File: config.mk
export PLATFORM = sky130hd
export DESIGN_NAME = accrnd_top
export DESIGN_NICKNAME = d
export VERILOG_FILES = /design/src/rtl/accrnd_pkg.sv /design/src/rtl/accrnd_core.sv /design/src/rtl/accrnd_bank.sv /design/src/rtl/accrnd_outreg.sv /design/src/rtl/accrnd_top.sv
export SDC_FILE = /design/constraint.sdc
export NUM_CORES = 1
export LEC_CHECK = 0
export BUFFER_PORTS_ARGS = -buffer_cell sky130_fd_sc_hd__buf_2
export CAP_MARGIN = 20
export CORE_ASPECT_RATIO = 0.5
export CORE_MARGIN = 2
export CORE_UTILIZATION = 47
export DETAILED_ROUTE_END_ITERATION = 8
export MAX_ROUTING_LAYER = met4
export PLACE_DENSITY_LB_ADDON = 0.1
export RECOVER_POWER = 50
export SYNTH_ARGS = -nofsm -noshare
export SYNTH_HDL_FRONTEND = slang
export SYNTH_SLANG_ARGS = --single-unit
File: constraint.sdc
create_clock -name clk -period 4.8 [get_ports clk]
set_input_delay 0 -clock clk [delete_from_list [all_inputs] [get_ports clk]]
set_output_delay 0 -clock clk [all_outputs]
set_load 0.005 [all_outputs]
File: src/rtl/accrnd_pkg.sv
package accrnd_pkg;
  typedef enum logic {
    RM_CONVERGENT = 1'b0,
    RM_TWOS       = 1'b1
  } round_mode_e;

  localparam int unsigned NUM_ACC = 2;
endpackage

File: src/rtl/accrnd_core.sv
module accrnd_core
  import accrnd_pkg::*;
#(
  parameter int unsigned ACC_W  = 40,
  parameter int unsigned FRAC_W = 16
) (
  input  logic [ACC_W-1:0] value_i,
  input  round_mode_e      mode_i,
  output logic [ACC_W-1:0] rounded_o
);
  localparam logic [ACC_W:0] HALF_BIAS  = (ACC_W+1)'(1) << (FRAC_W - 1);
  localparam logic [ACC_W:0] UNDER_BIAS = HALF_BIAS - (ACC_W+1)'(1);

  logic [ACC_W:0] wide_val;
  logic [ACC_W:0] bias;
  logic [ACC_W:0] sum;

  always_comb begin
    wide_val = {value_i[ACC_W-1], value_i};
    if (mode_i == RM_TWOS || value_i[FRAC_W])
      bias = HALF_BIAS;
    else
      bias = UNDER_BIAS;
    sum       = wide_val + bias;
    rounded_o = {sum[ACC_W-1:FRAC_W], {FRAC_W{1'b0}}};
  end
endmodule

File: src/rtl/accrnd_bank.sv
module accrnd_bank #(
  parameter int unsigned ACC_W = 40,
  parameter int unsigned N_ACC = 2,
  localparam int unsigned SEL_W = (N_ACC > 1) ? $clog2(N_ACC) : 1
) (
  input  logic               clk,
  input  logic               rst,
  input  logic               wr_en,
  input  logic [SEL_W-1:0]   wr_sel,
  input  logic [ACC_W-1:0]   wr_data,
  output logic [N_ACC*ACC_W-1:0] acc_flat
);
  for (genvar g = 0; g < N_ACC; g++) begin : g_acc
    logic [ACC_W-1:0] acc_q;
    always_ff @(posedge clk) begin
      if (rst)
        acc_q <= '0;
      else if (wr_en && wr_sel == SEL_W'(g))
        acc_q <= wr_data;
    end
    assign acc_flat[g*ACC_W +: ACC_W] = acc_q;
  end
endmodule

File: src/rtl/accrnd_outreg.sv
module accrnd_outreg #(
  parameter int unsigned W = 40
) (
  input  logic         clk,
  input  logic         rst,
  input  logic         up_valid,
  output logic         up_ready,
  input  logic [W-1:0] up_data,
  output logic         dn_valid,
  input  logic         dn_ready,
  output logic [W-1:0] dn_data
);
  assign up_ready = !dn_valid || dn_ready;

  always_ff @(posedge clk) begin
    if (rst) begin
      dn_valid <= 1'b0;
      dn_data  <= '0;
    end else if (up_ready) begin
      dn_valid <= up_valid;
      if (up_valid)
        dn_data <= up_data;
    end
  end
endmodule

File: src/rtl/accrnd_top.sv
module accrnd_top
  import accrnd_pkg::*;
#(
  parameter int unsigned ACC_W    = 40,
  parameter int unsigned FRAC_W   = 16,
  parameter int unsigned STAT_W   = 16,
  parameter int unsigned OPC_W    = 16,
  parameter int unsigned MODE_BIT = 12,
  parameter int unsigned SEL_BIT  = 8
) (
  input  logic                     clk,
  input  logic                     rst,
  input  logic                     in_valid,
  output logic                     in_ready,
  input  logic [ACC_W-1:0]         in_value,
  input  logic [STAT_W-1:0]        in_status,
  input  logic [OPC_W-1:0]         in_opcode,
  output logic                     out_valid,
  input  logic                     out_ready,
  output logic [ACC_W-1:0]         out_value,
  output logic [NUM_ACC*ACC_W-1:0] acc_state
);
  round_mode_e      mode;
  logic [ACC_W-1:0] rounded;
  logic             accept;

  assign mode   = round_mode_e'(in_status[MODE_BIT]);
  assign accept = in_valid && in_ready;

  accrnd_core #(.ACC_W(ACC_W), .FRAC_W(FRAC_W)) u_core (
    .value_i   (in_value),
    .mode_i    (mode),
    .rounded_o (rounded)
  );

  accrnd_outreg #(.W(ACC_W)) u_out (
    .clk      (clk),
    .rst      (rst),
    .up_valid (in_valid),
    .up_ready (in_ready),
    .up_data  (rounded),
    .dn_valid (out_valid),
    .dn_ready (out_ready),
    .dn_data  (out_value)
  );

  accrnd_bank #(.ACC_W(ACC_W), .N_ACC(NUM_ACC)) u_bank (
    .clk      (clk),
    .rst      (rst),
    .wr_en    (accept),
    .wr_sel   (in_opcode[SEL_BIT]),
    .wr_data  (rounded),
    .acc_flat (acc_state)
  );
endmodule

==> results.yml <==
die:
  core_mm2: 0.006858
  start_util_pct: 49.90
  die-area_mm2: 0.008021
  die_w_um: 124.7
  die_h_um: 64.34
  io_pins: 198
  rows: 21
setup_path:
  critPathSlowestCell: "or4_1"
  cp-end-kind: "register"
  worstPathRequired_ns: 5.05
  worstReg2RegStart: "u_out.dn_valid$_SDFFE_PP0N_"
  critPathCapture: "u_out.dn_data[32]$_SDFFE_PP0P_"
  r2r_slack_ns: 2.93
  arrival_ns: 2.21
  path_max_fanout: 12
  crit_type: "in -> reg"
  slowest_delay_ns: 0.44
  critPathLaunchType: "primary input"
  worstSetupStartpoint: "in_value[16]"
  reg2reg_depth: 5
  regToRegEndpoint: "u_bank.g_acc[0].acc_q[39]$_SDFFE_PP0P_"
  crit_chain: "buf_2, nor2_1, inv_1, ha_1, or4_1, or4_4, and4b_1, xnor2_2, a211oi_1"
logic_synthesis:
  synth_top_area_share_pct: 42.71
  ys_seq_elements: 73
  synth_area_leaders: "dfxtp_1, a211oi_1, buf_4"
  yosysTopAreaCell: "dfxtp_1"
  async_flop_share_pct: 0
  synth_seq_area_share_pct: 42.71
  syn-cell-area_mm2: 0.003422
  synth.distinct_cells: 34
  synthesis.instances: 400
  yosys_warnings: 0
  synth_edf_count: 0
  synth_flop_cell: "dfxtp_1"
  syn_area_per_cell_um2: 8.555
clock_tree:
  cts_buffer_depth: 2
  cts_buffers: 9
  cts_tree: "done"
  clock_latency_ns: 0.33
  root_buffer: "clkbuf_16"
  clkSlewWorstSetupHoldPaths_ns: 0.06
  cts_resized: 0
  cts.sinks: 73
  htree_levels: 3
power:
  finalPower_uw: 1530
  power.density_mw_per_mm2: 369.1
  leakagePower_uw: 0.001773
  p_comb_share_pct: 13.3
  sw_frac_of_total_pct: 25.94
  power.share.clock_pct: 42.8
  peakVddDrop_mv: 0.1878
  pwr-share-seq_pct: 43.9
  power.switching_uw: 396.9
  p_int_uw: 1133
detailed_routing:
  routed_wirelength_um: 8084
  ant_nets: 0
  initialDrtViolationCount: 141
  wl_per_cell_um: 13.41
  vias: 2979
  dr.pass1.iters: 4
  drc_errors: 0
  viasPerCell: 4.940
placed_design:
  gp_congestion: 0.8236
  place_ws_ns: 2.513
  place_hpwl_um: 5787
  port-buffer-count: 119
layout:
  drive_above_1_share_pct: 22.90
  nNetsFinal: 583
  area_delta_synth_final_pct: 21.13
  antenna_cells: 0
  seqCellArea_mm2: 0.001461
  n_fill_cell: 674
  multiInputGateArea_mm2: 0.001662
  fin_util_pct: 60.45
global_routing:
  antenna_found_initial: 0
  grt_pass1_wl_um: 12980
  grt_max_degree: 74
  grt-ovfl-total: 0
  grt_pass1_vias: 2659
  track_usage_pct: 20.86
sta:
  tns_ns: 0
  rsz0062_at_grt: "no"
  finalHoldViolCount: 0
  period_share_pct: 40.80
  worst_pin_slew_ns: 0.9827
  setup_ws_ns: 2.842
  slew_headroom_pct: 34.33
  setup_viol: 0
  drv_slew: 0
  min_period_ns: 1.958
  final.setup_skew_ns: 0.004870
  timing.fmax_mhz: 510.6
run:
  max-cap-violations: 0
run_status:
  run_status: "finished, final reports clean"
worst_hold_path:
  hold_class: "in -> reg"
## per-layer routing
metal  vias up  track usage, %  wire [um]
met5         -               -          0
met4         0           5.758         61
met3         7           6.030        549
met2       105           32.58       3571
met1      1344           26.64       3902
li1       1523               -          -
## cells in the final DEF (no fill, tap or decap), types with 2 or more instances in the layout
cell / count
and4_1: 3
dfxtp_1: 73
nand2b_1: 2
nor3_1: 11
and3_1: 5
nor4_1: 2
xnor2_1: 13
buf_4: 3
clkbuf_16: 9
a211oi_1: 61
or4_1: 2
clkinv_2: 3
conb_1: 48
buf_2: 92
xor2_1: 8
nand2_1: 11
or3_1: 2
a21oi_1: 9
a211o_1: 3
clkbuf_1: 27
and2_1: 3
inv_1: 5
clkinvlp_4: 2
nand4_1: 12
nor2_1: 76
nand3_1: 9
or4_4: 3
## timing repair
item,CTS,global route
setup buffers,0,0
setup endpoints to repair,0,0
endpoints found under the hold margin,1,0
hold buffers,1,0
## Yosys cell counts (5+ instances only)
cell type  number
a21oi_1         9
dfxtp_1        73
a211oi_1       61
xor2_1          8
nor3_1         11
nand2_1        11
buf_4          48
and3_1          5
clkbuf_1       25
inv_1           5
nand3_1         9
nand4_1        12
nor2_1         77
xnor2_1        13
## worst max-delay path, delay by kind of cell
kind | cells | cell delay (ns)
compound gates | 1 | 0.22
buf+inv | 2 | 0.21
simple gates | 4 | 1.29
xor+xnor | 1 | 0.17
fa+ha+maj | 1 | 0.31
## sequential cells by signal, indices dropped and copies added, names as in the netlist
name and count:
u_out.dn_valid 1, u_out.dn_data 24, u_bank.g_acc.acc_q 48
## per-stage QoR
stage	cell area, um^2	hold WS [ns]	std cells
5_1_grt	4145	0.05188	603
4_1_cts	4179	0.01225	603
3_3_place_gp	3875	0.2641	586
2_1_floorplan	3598	0.1295	447
3_5_place_dp	3875	0.2684	586
6_report	4145	0.02882	603
## how the worst min path moves through the flow
stage               from                           to  slack, ns  depth (start not counted)
6_report       out_ready  u_out.dn_valid$_SDFFE_PP0N_       0.03                          3
5_1_grt        out_ready  u_out.dn_valid$_SDFFE_PP0N_       0.05                          3
4_1_cts        out_ready  u_out.dn_valid$_SDFFE_PP0N_       0.01                          3
3_5_place_dp    in_valid  u_out.dn_valid$_SDFFE_PP0N_       0.27                          3
3_3_place_gp    in_valid  u_out.dn_valid$_SDFFE_PP0N_       0.26                          3
2_1_floorplan   in_valid  u_out.dn_valid$_SDFFE_PP0N_       0.13                          2
## power groups by stage
stage	Sequential (uW)	Combinational, uW	Clock, uW
floorplan	687	140	0
global placement	684	205	0
detailed placement	684	207	0
CTS	671	208	669
global route	677	229	703
finish	671	203	655
## layout make-up
type	instances	share of cell area, %
multi-input cells	294	40.08
flip-flops and latches	73	35.25
repair buffers	123	14.34
clock buffers	9	5.433
well taps	92	2.777
clock inverters	7	1.660
inverters	5	0.4528
## cells by family (layout without fill, tap and decap cells)
| kind of cell | count (synthesis) | count (layout) | share of synthesized area [%] |
|---|---|---|---|
| compound gates | 77 | 77 | 16.45 |
| xor+xnor | 22 | 22 | 5.850 |
| fa+ha+maj | 1 | 1 | 0.3656 |
| buf+inv | 80 | 144 | 14.11 |
| flops | 73 | 73 | 42.71 |
| other cells | 1 | 48 | 0.1096 |
| simple gates | 146 | 146 | 20.40 |
No activity file was read; power rests on OpenSTA's default activity.
